## src/rtl/dta_pkg.sv

```systemverilog
package dta_pkg;
    localparam int N_MST      = 4;
    localparam int MID_W      = $clog2(N_MST);
    localparam int TAG_W      = 4;
    localparam int DEPTH      = 4;
    localparam int IDX_W      = $clog2(DEPTH);
    localparam int LONG_BEATS = 4;
    localparam int CNT_W      = $clog2(LONG_BEATS + 1);

    typedef struct packed {
        logic             vld;
        logic [MID_W-1:0] mst;
        logic [TAG_W-1:0] tag;
        logic             lng;
    } pend_t;

    function automatic logic [CNT_W-1:0] beats_of(input logic lng);
        return lng ? CNT_W'(LONG_BEATS) : CNT_W'(1);
    endfunction
endpackage

```

## src/rtl/dta_pend_queue.sv

```systemverilog
module dta_pend_queue
    import dta_pkg::*;
(
    input  logic                   clk,
    input  logic                   rst,
    input  logic                   ins_req,
    input  logic [MID_W-1:0]       ins_mst,
    input  logic [TAG_W-1:0]       ins_tag,
    input  logic                   ins_lng,
    input  logic                   rm_a_vld,
    input  logic [TAG_W-1:0]       rm_a_tag,
    input  logic                   rm_b_vld,
    input  logic [TAG_W-1:0]       rm_b_tag,
    output pend_t [DEPTH-1:0]      ent_o
);
    pend_t [DEPTH-1:0] q_r;
    pend_t [DEPTH-1:0] q_nxt;
    logic  [DEPTH-1:0] keep;

    // per-slot survival after this cycle's removals
    for (genvar i = 0; i < DEPTH; i++) begin : g_keep
        assign keep[i] = q_r[i].vld
                       && !(rm_a_vld && q_r[i].tag == rm_a_tag)
                       && !(rm_b_vld && q_r[i].tag == rm_b_tag);
    end

    // compact survivors toward slot 0 (oldest), then append the new start
    always_comb begin
        int unsigned k;
        q_nxt = '0;
        k = 0;
        for (int i = 0; i < DEPTH; i++) begin
            if (keep[i]) begin
                q_nxt[IDX_W'(k)] = q_r[i];
                k++;
            end
        end
        if (ins_req && k < DEPTH) begin
            q_nxt[IDX_W'(k)].vld = 1'b1;
            q_nxt[IDX_W'(k)].mst = ins_mst;
            q_nxt[IDX_W'(k)].tag = ins_tag;
            q_nxt[IDX_W'(k)].lng = ins_lng;
        end
    end

    always_ff @(posedge clk) begin
        if (rst) q_r <= '0;
        else     q_r <= q_nxt;
    end

    assign ent_o = q_r;

    // occupied slots stay packed toward the head
    for (genvar i = 1; i < DEPTH; i++) begin : g_pack
        assert_packed_R10: assert property (@(posedge clk) disable iff (rst)
            q_r[i].vld |-> q_r[i-1].vld);
    end
endmodule

```

## src/rtl/dta_prio_pick.sv

```systemverilog
module dta_prio_pick
    import dta_pkg::*;
(
    input  pend_t [DEPTH-1:0] ent,
    output logic              any_o,
    output logic [MID_W-1:0]  win_mst,
    output logic [TAG_W-1:0]  head_tag,
    output logic              head_lng
);
    always_comb begin
        logic             found;
        logic [IDX_W-1:0] best;
        found = 1'b0;
        best  = '0;
        // walk from youngest to oldest; <= lets older slots of the best master win
        for (int i = DEPTH - 1; i >= 0; i--) begin
            if (ent[i].vld && (!found || ent[i].mst <= ent[best].mst)) begin
                found = 1'b1;
                best  = IDX_W'(i);
            end
        end
        any_o    = found;
        win_mst  = ent[best].mst;
        head_tag = ent[best].tag;
        head_lng = ent[best].lng;
    end
endmodule

```

## src/rtl/dta_tenure_ctl.sv

```systemverilog
module dta_tenure_ctl
    import dta_pkg::*;
(
    input  logic              clk,
    input  logic              rst,
    input  logic              any_pend,
    input  logic [MID_W-1:0]  win_mst,
    input  logic [TAG_W-1:0]  head_tag,
    input  logic              head_lng,
    input  logic              artry_vld,
    input  logic [TAG_W-1:0]  artry_tag,
    output logic [N_MST-1:0]  dbg,
    output logic [TAG_W-1:0]  dbg_tag,
    output logic              dtake,
    output logic              dbb,
    output logic              drop_vld,
    output logic [TAG_W-1:0]  drop_tag
);
    logic [CNT_W-1:0] busy_q;
    logic             gnt_q;
    logic             grant_en;
    logic             retry_hit;

    assign grant_en  = any_pend && (busy_q == '0) && !gnt_q;
    assign retry_hit = artry_vld && (artry_tag == head_tag);
    assign dbg       = grant_en ? (N_MST'(1) << win_mst) : '0;
    assign dbg_tag   = grant_en ? head_tag : '0;
    assign dtake     = grant_en && !retry_hit;
    assign dbb       = (busy_q != '0);
    assign drop_vld  = grant_en;
    assign drop_tag  = head_tag;

    always_ff @(posedge clk) begin
        if (rst) begin
            busy_q <= '0;
            gnt_q  <= 1'b0;
        end else begin
            gnt_q <= grant_en;
            if (dtake)              busy_q <= beats_of(head_lng);
            else if (busy_q != '0)  busy_q <= busy_q - 1'b1;
        end
    end

    assert_gnt_onehot_R3: assert property (@(posedge clk) disable iff (rst)
        $onehot0(dbg));
    assert_gnt_pulse_R3: assert property (@(posedge clk) disable iff (rst)
        (dbg != '0) |=> (dbg == '0));
    assert_no_gnt_busy_R6: assert property (@(posedge clk) disable iff (rst)
        dbb |-> (dbg == '0));
    assert_take_busy_R5: assert property (@(posedge clk) disable iff (rst)
        dtake |=> dbb);
    assert_short_len_R5: assert property (@(posedge clk) disable iff (rst)
        (dtake && !head_lng) |=> dbb ##1 !dbb);
    assert_retry_block_R7: assert property (@(posedge clk) disable iff (rst)
        ((dbg != '0) && artry_vld && artry_tag == dbg_tag) |=> !dbb);
    assert_other_retry_R8: assert property (@(posedge clk) disable iff (rst)
        ((dbg != '0) && artry_vld && artry_tag != dbg_tag) |-> dtake);
endmodule

```

## src/rtl/dta_arbiter.sv

```systemverilog
module dta_arbiter
    import dta_pkg::*;
(
    input  logic              clk,
    input  logic              rst,
    input  logic              ts_start,
    input  logic              ts_addr_only,
    input  logic [MID_W-1:0]  ts_mst,
    input  logic [TAG_W-1:0]  ts_tag,
    input  logic              ts_long,
    input  logic              artry_vld,
    input  logic [TAG_W-1:0]  artry_tag,
    output logic [N_MST-1:0]  dbg,
    output logic [TAG_W-1:0]  dbg_tag,
    output logic              dtake,
    output logic              dbb
);
    pend_t [DEPTH-1:0] ent;
    logic              any_pend;
    logic [MID_W-1:0]  win_mst;
    logic [TAG_W-1:0]  head_tag;
    logic              head_lng;
    logic              drop_vld;
    logic [TAG_W-1:0]  drop_tag;

    dta_pend_queue u_queue (
        .clk      (clk),
        .rst      (rst),
        .ins_req  (ts_start && !ts_addr_only),
        .ins_mst  (ts_mst),
        .ins_tag  (ts_tag),
        .ins_lng  (ts_long),
        .rm_a_vld (artry_vld),
        .rm_a_tag (artry_tag),
        .rm_b_vld (drop_vld),
        .rm_b_tag (drop_tag),
        .ent_o    (ent)
    );

    dta_prio_pick u_pick (
        .ent      (ent),
        .any_o    (any_pend),
        .win_mst  (win_mst),
        .head_tag (head_tag),
        .head_lng (head_lng)
    );

    dta_tenure_ctl u_ctl (
        .clk       (clk),
        .rst       (rst),
        .any_pend  (any_pend),
        .win_mst   (win_mst),
        .head_tag  (head_tag),
        .head_lng  (head_lng),
        .artry_vld (artry_vld),
        .artry_tag (artry_tag),
        .dbg       (dbg),
        .dbg_tag   (dbg_tag),
        .dtake     (dtake),
        .dbb       (dbb),
        .drop_vld  (drop_vld),
        .drop_tag  (drop_tag)
    );

    // the first cycle out of reset carries neither grant nor busy
    assert_reset_quiet_R1: assert property (@(posedge clk)
        $past(rst) |-> (dbg == '0 && !dbb));
endmodule

```

## config.mk

```make
export PLATFORM = sky130hd
export DESIGN_NAME = dta_arbiter
export DESIGN_NICKNAME = d
export VERILOG_FILES = /design/src/rtl/dta_pkg.sv /design/src/rtl/dta_pend_queue.sv /design/src/rtl/dta_prio_pick.sv /design/src/rtl/dta_tenure_ctl.sv /design/src/rtl/dta_arbiter.sv
export SDC_FILE = /design/constraint.sdc
export NUM_CORES = 1
export LEC_CHECK = 0
export BUFFER_PORTS_ARGS = -buffer_cell sky130_fd_sc_hd__clkbuf_2
export CAP_MARGIN = 20
export CORE_ASPECT_RATIO = 2
export CORE_UTILIZATION = 45
export CTS_CLUSTER_SIZE = 8
export DETAILED_ROUTE_END_ITERATION = 8
export GPL_TIMING_DRIVEN = 0
export PLACE_DENSITY = 0.7
export SYNTH_ARGS = -nofsm -noshare
export SYNTH_HDL_FRONTEND = slang
export SYNTH_SLANG_ARGS = --single-unit
export TNS_END_PERCENT = 20
```

## constraint.sdc

```tcl
create_clock -name clk -period 8.3 [get_ports clk]
set_input_delay 0.415 -clock clk [delete_from_list [all_inputs] [get_ports clk]]
set_output_delay 0.415 -clock clk [all_outputs]
set_load 0.01 [all_outputs]
```

[After elaboration in Yosys (flattened, before gate mapping)]
Cells that the tools add are included.
W data, S select, Z words.
Storage, ports and cells
  register bits: 36
  input bits: 16
  output and inout bits: 10
  logic and storage cells: 148
Cells by class
  add/sub/neg operators: 4
  order comparisons: 16
  equal/unequal tests: 9
  shift operators: 1
  mux-type cells: 51
  reductions and logical operators: 49
Operators with widths (number)
  $bwmux W32: 7
  $mux W32: 7
  $demux W8 S2: 7
  $add A32 B1 Y32 const B: 2
  $bmux W8 S2: 4
  $mux W8: 5
  $eq A4 B4 Y1: 9
  $mux W7: 5
  $lt A32 B3 Y1 const B: 1
  $logic_and A1 B1 Y1: 29
  $lt A2 B3 Y1 const B: 7
  $logic_not A1 Y1: 14
  $mux W3: 3
  $mux W2: 4
  $mux W4: 2
  $ge A2 B1 Y1 const B: 3
  $le A2 B2 Y1: 3
  $mux W1: 6
  $mux W5: 1
  $shl A1 B2 Y4 const A: 1
  $logic_not A3 Y1: 1
  $logic_or A1 B1 Y1: 3
  $lt A1 B3 Y1 const B: 1
  $reduce_bool A3 Y1: 1
  other kinds (4): 4

[Depth between registers and ports, before layout]
Gate-level depths: netlist of run 1.
  depth in word-level cells: 41
  mapped depth: 37

[Modules after synthesis]
From an unflattened synthesis of run 1, not the netlist that was laid out.
Second synthesis, totals
  cell total of the unflattened synthesis: 418
  area, all modules: 3498.4 µm²
Modules (own cells, without submodules)
  dta_pend_queue: times used 1, cells an instance 278, area each 2396.0 µm², seq. area each 640.6 µm²
  dta_prio_pick: times used 1, cells an instance 93, area each 700.7 µm², seq. area each 0.0 µm²
  dta_tenure_ctl: times used 1, cells an instance 46, area each 387.9 µm², seq. area each 80.1 µm²
  dta_arbiter: times used 1, cells an instance 1, area each 13.8 µm², seq. area each 0.0 µm²

[Worst setup path before layout of run 1]
No wires, ideal clock.
  path kind: register -> register
  start: register u_queue.q_r, in the netlist u_queue.ent_o[31]
  end: register u_queue.q_r, in the netlist u_queue.ent_o[22]
  arrival: 7826 ps
  data required time: 8220 ps
  setup slack: 395 ps
  stages on the path, launching flop included: 36
  path buffers: 5
  cells stage by stage: dfxtp_1 -> buf_6 -> mux2i_1 -> ha_1 -> nor2b_1 -> o311a_4 -> a31oi_1 -> o31ai_1 -> ha_1 -> nor2b_1 -> o211a_2 -> nor2_1 -> mux2i_1 -> a21oi_1 -> o21ai_0 -> ha_1 -> nor2b_1 -> o21ai_1 -> a21oi_1 -> o211ai_1 -> nand3_1 -> a221oi_1 -> a31oi_2 -> buf_2 -> ha_1 -> clkbuf_1 -> clkbuf_1 -> xnor2_1 -> ha_1 -> or3_1 -> a211oi_1 -> a221oi_2 -> a211oi_2 -> buf_6 -> a311oi_1 -> a211oi_2
On the way
  longest elaborated chain between the ends: 41
RTL lines
  from (decl): RTL line dta_pend_queue.sv:16  | pend_t [DEPTH-1:0] q_r;
  from (signal assigned): RTL line dta_pend_queue.sv:48  | else q_r <= q_nxt;
  parallel branches: the longest is 40 deep, another holds $le A2 B2 Y1
  $mux W32 *: RTL line dta_pend_queue.sv:38  | if (ins_req && k < DEPTH) begin
Mark *: on every way between the ends. The select of a mux whose other input is x is not followed.
A chain may end at the register's enable or synchronous reset.

[Worst setup path after layout of run 1]
  start: register u_queue.q_r, in the netlist u_queue.ent_o[31]
  end: register u_queue.q_r, in the netlist u_queue.ent_o[18]
Same word-level chain as after synthesis.

==> results of run 1 <==
worst max path at each step:
stage                           start                 to  slack [ns]  depth (start not counted)
global placement    u_queue.ent_o[30]  u_queue.ent_o[18]       -1.04                         34
CTS                 u_queue.ent_o[31]  u_queue.ent_o[18]        0.04                         33
global route        u_queue.ent_o[31]  u_queue.ent_o[18]       -0.03                         32
detailed placement  u_queue.ent_o[30]  u_queue.ent_o[18]       -1.15                         33
floorplan           u_queue.ent_o[31]  u_queue.ent_o[22]        0.39                         35
finish              u_queue.ent_o[31]  u_queue.ent_o[18]        0.31                         32
synthesized netlist by cell type, types with 3 or more instances:
cell type  count
xnor2_1       15
a22o_1         5
o41ai_1        9
nand2b_1       7
a22oi_1        8
a21oi_1       20
a221oi_1      11
buf_6          4
a31oi_1       10
nor2b_1        6
or3_1          3
o21ai_0        9
o221a_2        3
ha_1          15
inv_1         29
and2_1         4
and3_1         5
buf_2         10
or4_1          4
a211oi_2       5
o21ai_1        8
nor3b_1        4
a211oi_1      18
o21a_1         5
xor2_1        15
a21oi_2        9
nand3_1       12
nand2_1       37
nor3_1        15
dfxtp_1       36
o211ai_1       8
o22ai_1        3
mux2i_1        9
clkbuf_1      25
nor2_1        40
o32ai_1        8
a311oi_1       3
final cells by class:
| type | count | area, sq um | share of cell area, % |
|---|---|---|---|
| Buffer | 39 | 202.7 | 4.525 |
| Multi-Input combinational cell | 391 | 2977 | 66.45 |
| Tap cell | 98 | 122.6 | 2.737 |
| Clock buffer | 5 | 125.1 | 2.793 |
| Clock inverter | 3 | 42.54 | 0.9497 |
| Inverter | 30 | 112.6 | 2.514 |
| Timing Repair Buffer | 31 | 175.2 | 3.911 |
| Sequential cell | 36 | 721.9 | 16.12 |
worst min-delay path, stage by stage:
cell and delay (ns):
clkbuf_2 0.10, inv_1 0.05, a211oi_1 0.05
registers in the layout, summed over array words and instances, names as in the netlist:
register and count:
u_ctl.busy_q 3, u_queue.ent_o 32, u_ctl.gnt_q 1
power breakdown:
group          internal [mW]  switching, mW  total [mW]  leakage [nW]
Combinational          0.179          0.307       0.486          1.20
Sequential             0.192         0.0215       0.214         0.293
Clock                  0.141         0.0794       0.221        0.0798
Total                  0.512          0.408       0.921          1.58
cells in the final DEF, fill, tap and decap left out, types with 11 or more instances in the layout:
cell / count
nor2_1: 39
nand2_1: 37
dfxtp_1: 35
inv_1: 29
clkbuf_1: 23
clkbuf_2: 22
a21oi_1: 17
nor3_1: 15
a211oi_1: 15
xor2_1: 15
xnor2_1: 14
ha_1: 13
nand3_1: 12
a21oi_2: 11
per-layer routing:
metal	share of wire, %	GRT usage, %	wire, um	up-vias
met5	0	0	0	-
met2	53	57.59	7729	234
met4	8.8	29.40	1283	0
met1	32	33.14	4655	2078
li1	-	-	-	1962
met3	6.0	5.822	879	85
cells by family (layout without fill, tap and decap cells):
logic type,after synthesis,after routing,synth area share (%)
compound gates,180,180,38.47
simple gates,154,154,20.24
buf+inv,70,108,7.924
flops,36,36,18.48
xor+xnor,30,30,6.737
fa+ha+maj,15,15,4.812
mux,12,12,3.336
repair_timing:
item	4_1_cts	5_1_grt
pin swaps	1	5
hold buffers	0	0
resized for setup	11	16
buffers inserted	2	6
endpoints found under the setup margin	32	32
gates cloned	0	0
per-stage QoR:
stage                     power, mW  cell area, sq um  hold slack [ns]
after global placement       0.6350              4128           0.4898
after detailed placement     0.6508              4133           0.4995
after floorplan              0.5278              3900           0.4801
after global routing         0.9666              4479           0.4072
final                        0.9205              4479           0.3824
after CTS                    0.8849              4358           0.3837
==> results_dict.tcl, run 1 <==
set metrics [dict create \
    status "complete, no violations" \
    reg2reg_to "u_queue.ent_o[18]" \
    grt_pass1_wl_um 22580 \
    min_path_cells 3 \
    overflow 0 \
    cts_tree "built" \
    nNetsFinal 565 \
    clock_path_buffers 2 \
    place_ws_ns -1.147 \
    syn_inst 497 \
    hold_viol_final 0 \
    root_buffer "clkbuf_16" \
    synth_fp_nets 528 \
    fmax_mhz 125.2 \
    synth_area_leaders "dfxtp_1, ha_1, nor2_1, nand2_1, a211oi_1" \
    final_cells 633 \
    cp_slowest_stage_delay_ns 0.47 \
    synth-seq-cells 36 \
    htreeDepth 2 \
    slew-limit-headroom_pct 28.03 \
    endpoint_kind "register" \
    hold_path_class "in -> reg" \
    finalSetupTns_ns 0 \
    netlist_area_sq_um 3900 \
    grt_start_max_net_pins 13 \
    worstMarginPinSlew_ns 1.070 \
    r2r_slack_ns 0.31 \
    slew_viol_final 0 \
    antenna_found_initial 0 \
    clkSlewWorstSetupHoldPaths_ns 0.06 \
    drive_above_1_share_pct 21.31 \
    cp_slowest_cell "ha_2" \
    fp.dieH_um 133.7 \
    min_to "u_queue.ent_o[4]" \
    start_util_pct 46.70 \
    cts_made_buffers 5 \
    dp.cells 617 \
    start_kind "register" \
    crit_required_ns 8.52 \
    num_vias 4359 \
    dieArea_sq_um 9065 \
    syn_avg_cell_area_sq_um 7.847 \
    p_leak_nw 1.577 \
    clk_latency_ns 0.29 \
    ir_worst_vdd_mv 0.2001 \
    wl_per_cell_um 22.98 \
    first_pass_iters 5 \
    drv_cap 0 \
    drc 0 \
    cp_top_family "compound AO/OA/AOI/OAI gates" \
    ys.flop_type "dfxtp_1" \
    cp_max_fo 10 \
    p_per_area_nw_per_um2 205.5 \
    crit_buf_inv 3 \
    port_buffers 21 \
    period_share_pct 96.21 \
    finalWirelength_um 14550 \
    drt_first_iter_violations 311 \
    setup_viol 0 \
    cp.arrival_ns 8.20 \
    core_sq_um 8351 \
    setup_ws_ns 0.3146 \
    die_w_um 67.83 \
    synth_edf_count 0 \
    clock-sinks 36 \
    synthDistinctLibCells 81 \
    synth_top_area_cell "dfxtp_1" \
    yosys.area.top_type_share_pct 18.48 \
    final_util_pct 53.64 \
    syn_to_final_growth_pct 14.85 \
    path_class "reg -> reg" \
    antennaDiodeCount 0 \
    n_fill_cell 850 \
    r2r-start "u_queue.ent_o[31]" \
    finClkSkew_ns 0.007447 \
    place_hpwl_um 11250 \
    hp-start "ts_tag[3]" \
    place_congestion 1.007 \
    vias_per_cell 6.886 \
    std_cell_rows 47 \
    grt_use_total_pct 33.82 \
    fin_crit_ns 7.985 \
    grt_pass1_vias 4354 \
    ant_nets 0 \
    r2r_cells 32 \
    yosys_warnings 0 \
    yosysSeqAreaShare_pct 18.48 \
    async_flop_share_pct 0 \
    ios 26 \
]
Power figures use the tool's default switching activity.
==> run 2, diff against run 1 <==
Settings changed: PLACE_DENSITY 0.7 to not set.
==> run 2 against run 1 <==
  * Clock power is essentially flat
  * Highest routed layer unchanged
  * Non-clock buffer count is the same
  * Largest power group unchanged
  * Critical endpoint is now u_queue.ent_o[17]
  * Die area is the same
==> results_dict.tcl, run 2 (same netlist as run 1, synthesis figures left out) <==
set metrics [dict create \
    grt_pass1_wl_um 22120 \
    wl_per_cell_um 23.03 \
    ant_nets 0 \
    whs_ns 0.3816 \
    fmax_mhz 125.0 \
    first_pass_iters 5 \
    endpoint_kind "register" \
    grt_start_max_net_pins 13 \
    grt_use_total_pct 33.27 \
    final_common_cell "nor2_1" \
    drive_above_1_share_pct 20.75 \
    place_ws_ns -1.060 \
    nNetsFinal 565 \
    final_cells 633 \
    p_leak_nw 1.586 \
    cp_max_fo 11 \
    n_fill_cell 826 \
    std_cell_rows 47 \
    place_hpwl_um 11130 \
    dp.cells 616 \
    status "complete, no violations" \
    clk_latency_ns 0.29 \
    finalSetupTns_ns 0 \
    clock-sinks 36 \
    reg2reg_to "u_queue.ent_o[17]" \
    clkSlewWorstSetupHoldPaths_ns 0.06 \
    overflow 0 \
    r2r_cells 33 \
    r2r_slack_ns 0.30 \
    cp_slowest_cell "dfxtp_1" \
    hold_buffers 0 \
    drc 0 \
    drv_cap 0 \
    cts_tree "built" \
    core_sq_um 8351 \
    setup_viol 0 \
    hold_viol_final 0 \
    finClkSkew_ns 0.006243 \
    antennaDiodeCount 0 \
    final_cell_mix "nor2_1, nand2_1, dfxtp_1" \
    place_congestion 0.9609 \
    clock_path_buffers 2 \
    die_w_um 67.83 \
    hold_path_class "in -> reg" \
    cp.arrival_ns 8.21 \
    min_path_cells 3 \
    start_util_pct 46.70 \
    htreeDepth 2 \
    seq_area_sq_um 720.7 \
    root_buffer "clkbuf_16" \
    crit_required_ns 8.51 \
    ir_worst_vdd_mv 0.1433 \
    cp_slowest_stage_delay_ns 0.51 \
    fp.dieH_um 133.7 \
    fin_crit_ns 8.000 \
    syn_to_final_growth_pct 14.66 \
    largest_register_ffs 32 \
    drt_first_iter_violations 440 \
    grt_pass1_vias 4176 \
    vias_per_cell 6.859 \
    slew_viol_final 0 \
    num_vias 4342 \
    ios 26 \
    multi_input_area_sq_um 2968 \
    cp-startpoint "u_queue.ent_o[30]" \
    setup_ws_ns 0.3003 \
    path_class "reg -> reg" \
    start_kind "register" \
    p_per_area_nw_per_um2 206.0 \
    dieArea_sq_um 9065 \
    worstMarginPinSlew_ns 1.147 \
    cts_made_buffers 5 \
    period_share_pct 96.38 \
    finalWirelength_um 14580 \
    finalPower_mw 0.9210 \
    hp-start "ts_long" \
    antenna_found_initial 0 \
    min_to "u_queue.ent_o[0]" \
    r2r-start "u_queue.ent_o[30]" \
    port_buffers 21 \
    slew-limit-headroom_pct 22.52 \
]
[run 2: cell types whose count changed in the layout (fill, tap and decap cells not counted)]
cell | previous run | this run
a21oi_1 | 17 | 18
a211oi_2 | 8 | 7
o21ai_1 | 7 | 6
dfxtp_2 | 1 | 0
mux2i_2 | 2 | 1
buf_4 | 9 | 10
dfxtp_1 | 35 | 36
a211oi_1 | 15 | 16
mux2i_1 | 8 | 9
o21ai_2 | 3 | 4
a21oi_2 | 11 | 10
clkbuf_2 | 22 | 21
[run 2: cell type report]
class | instances | share of cell area [%]
flip-flops and latches | 36 | 16.12
repair buffers | 31 | 3.973
multi-input cells | 391 | 66.37
inverters | 30 | 2.518
clock inverters | 3 | 0.9513
well taps | 98 | 2.742
clock buffers | 5 | 2.798
plain buffers | 39 | 4.533
[run 2: where the power goes]
part,switching [mW],internal [mW],total (mW)
Combinational,0.309,0.178,0.487
Sequential,0.0217,0.192,0.214
Clock,0.0785,0.141,0.220
Total,0.409,0.512,0.921
[run 2: worst max path at each step]
stage,endpoint,slack (ns),cells past startpoint
global route,u_queue.ent_o[22],-0.004,35
finish,u_queue.ent_o[17],0.30,33
floorplan,u_queue.ent_o[22],0.39,35
detailed placement,u_queue.ent_o[17],-1.06,35
CTS,u_queue.ent_o[17],0.005,34
global placement,u_queue.ent_o[17],-1.09,34
[run 2: worst max-delay path: cells and delay by family (launching register included)]
kind                       cells  cell delay (ns)
xor gates and xnor gates       1             0.19
buffers and inverters          4             0.87
adders and majority gates      5             1.58
and+or+nand+nor                6             1.30
muxes                          3             0.77
AOI/OAI and AO/OA             14             2.68
DFF                            1             0.51
[run 2: what timing repair did]
action                     CTS  global route
setup endpoints to repair   32            22
gates resized for setup     12            12
gates cloned                 0             0
setup buffers                1             8
pin swaps                    1             5
[run 2: stage by stage]
step                cell area, sq um  utilization, %
CTS                             4350           52.10
floorplan                       3900               -
global placement                4128           49.43
finish                          4472           53.55
detailed placement              4128           49.43
global route                    4472           53.55
[run 2: layer usage]
metal / share of wire, % / GRT usage (%)
met2: 50 / 55.06
met3: 5.7 / 5.479
met5: 0 / 0
met1: 35 / 34.99
met4: 9.1 / 27.31
==> run 3, diff against run 2 <==
Settings changed: SETUP_SLACK_MARGIN set to 0.4, SLEW_MARGIN set to 30, TNS_END_PERCENT 20 to 100.
==> run 3 against run 2 <==
  * Setup slack improved by 0.29 ns
  * Clock power decreased by 13%
  * Count of clock-buffer cells in the layout unchanged
  * Critical path type unchanged
==> results_dict.tcl, run 3 (same netlist as run 1, synthesis figures left out) <==
set metrics [dict create \
    status "complete, no violations" \
    slew-limit-headroom_pct 38.93 \
    p_leak_nw 1.664 \
    hold_buffers 0 \
    drt_first_iter_violations 419 \
    place_hpwl_um 11180 \
    ios 26 \
    drc 0 \
    largest_register_ffs 32 \
    grt_pass1_vias 4201 \
    cts_tree "built" \
    p_per_area_nw_per_um2 199.4 \
    die_w_um 67.83 \
    grt_start_max_net_pins 13 \
    cp_slowest_stage_delay_ns 0.40 \
    clock_path_buffers 2 \
    clock-sinks 36 \
    crit_required_ns 8.51 \
    nNetsFinal 580 \
    num_vias 4426 \
    dr_wl_met2_um 7802 \
    drive_above_1_share_pct 23.64 \
    final_util_pct 55.51 \
    fp.dieH_um 133.7 \
    worstMarginPinSlew_ns 0.9100 \
    finalWirelength_um 15070 \
    cts_made_buffers 5 \
    slew_viol_final 0 \
    routed-wl-met3_um 966 \
    clk_latency_ns 0.29 \
    path_class "reg -> reg" \
    postPlaceCellArea_sq_um 4144 \
    port_buffers 21 \
    first_pass_iters 7 \
    crit_end "u_queue.ent_o[17]" \
    syn_to_final_growth_pct 18.86 \
    rsz0062_at_grt "false" \
    std_cell_rows 47 \
    hold_viol_final 0 \
    start_util_pct 46.70 \
    ant_nets 0 \
    cp_slowest_cell "a211oi_2" \
    overflow 0 \
    cp_max_fo 10 \
    topRoutingLayerUsed "met4" \
    htreeDepth 2 \
    r2r_slack_ns 0.59 \
    r2r-start "u_queue.ent_o[31]" \
    place_congestion 0.9863 \
    antenna_found_initial 0 \
    finalSetupTns_ns 0 \
    setup_viol 0 \
    cp-startpoint "u_queue.ent_o[31]" \
    setup_ws_ns 0.5946 \
    vias_per_cell 6.830 \
    stdcell_area_sq_um 4636 \
    r2r_cells 35 \
    final_cell_mix "nor2_1, nand2_1, dfxtp_1" \
    grt_pass1_wl_um 22770 \
    period_share_pct 92.84 \
    dp.cells 616 \
    wl_met1_um 5213 \
    core_sq_um 8351 \
    dieArea_sq_um 9065 \
    final_common_cell "nor2_1" \
    fin_crit_ns 7.705 \
    drv_cap 0 \
    root_buffer "clkbuf_16" \
    grt_use_total_pct 34.13 \
    final_cells 648 \
    antennaDiodeCount 0 \
    reg2reg_to "u_queue.ent_o[17]" \
    start_kind "register" \
    ir_worst_vdd_mv 0.1448 \
    finClkSkew_ns 0.005836 \
    place_ws_ns -1.061 \
    hold_path_class "in -> reg" \
    endpoint_kind "register" \
    clkSlewWorstSetupHoldPaths_ns 0.06 \
    wl_per_cell_um 23.25 \
    fmax_mhz 129.8 \
    cp.arrival_ns 7.91 \
]
## run 3: cell types whose count changed in the layout (fill, tap and decap cells not counted), sizes merged
cell	before	now
buf	25	39
clkinv	1	3
clkbuf	50	51
bufinv	1	0
clkinvlp	1	0
## run 3: layout make-up
type                    count  area (sq um)
fillers                   822          3715
multi-input cells         391          3033
flip-flops and latches     36         721.9
repair buffers             45         282.8
plain buffers              40         219.0
clock buffers               5         125.1
well taps                  98         122.6
inverters                  30         112.6
clock inverters             3         18.77
## run 3: timing repair
action                                  in CTS  in global routing
endpoints found under the setup margin      32                 32
pin swaps                                    4                 14
resized for setup                           20                 18
buffers inserted                             8                 15
cloned                                       0                  1
## run 3: worst min path at each step
stage	to	start	cells past startpoint	slack [ns]
final	u_queue.ent_o[30]	ts_mst[1]	3	0.39
after global routing	u_queue.ent_o[30]	ts_mst[1]	3	0.41
after CTS	u_queue.ent_o[4]	ts_tag[3]	3	0.39
after detailed placement	u_ctl.busy_q[1]	u_ctl.busy_q[1]	2	0.51
after global placement	u_ctl.busy_q[1]	u_ctl.busy_q[1]	2	0.49
after floorplan	u_ctl.busy_q[1]	u_ctl.busy_q[1]	2	0.48
## run 3: worst max-delay path, delay by kind of cell (launching register included)
kind,cells,cell delay [ns]
AO/OA/AOI/OAI,16,3.21
adder cells (fa/ha/maj),5,1.38
multiplexers,2,0.44
buffers and inverters,5,0.82
AND/OR/NAND/NOR,6,1.23
XOR/XNOR,1,0.20
flip-flops,1,0.32
## run 3: through the flow
stage	hold WS (ns)	power [mW]
after floorplan	0.4801	0.5293
after global placement	0.4903	0.6395
after detailed placement	0.5071	0.6536
after CTS	0.3876	0.8740
after global routing	0.4086	0.9740
final	0.3935	0.9242
## run 3: per-layer routing
metal | vias to the layer above | track usage (%)
li1 | 1985 | -
met1 | 2115 | 36.35
met2 | 248 | 59.35
met3 | 78 | 4.709
met4 | 0 | 22.22
met5 | - | 0
## run 3: report_power, final
group / switching [mW] / leakage, nW / total, mW / internal [mW]
registers: 0.0209 / 0.293 / 0.213 / 0.192
clock network: 0.0801 / 0.0736 / 0.191 / 0.111
logic: 0.320 / 1.30 / 0.520 / 0.200
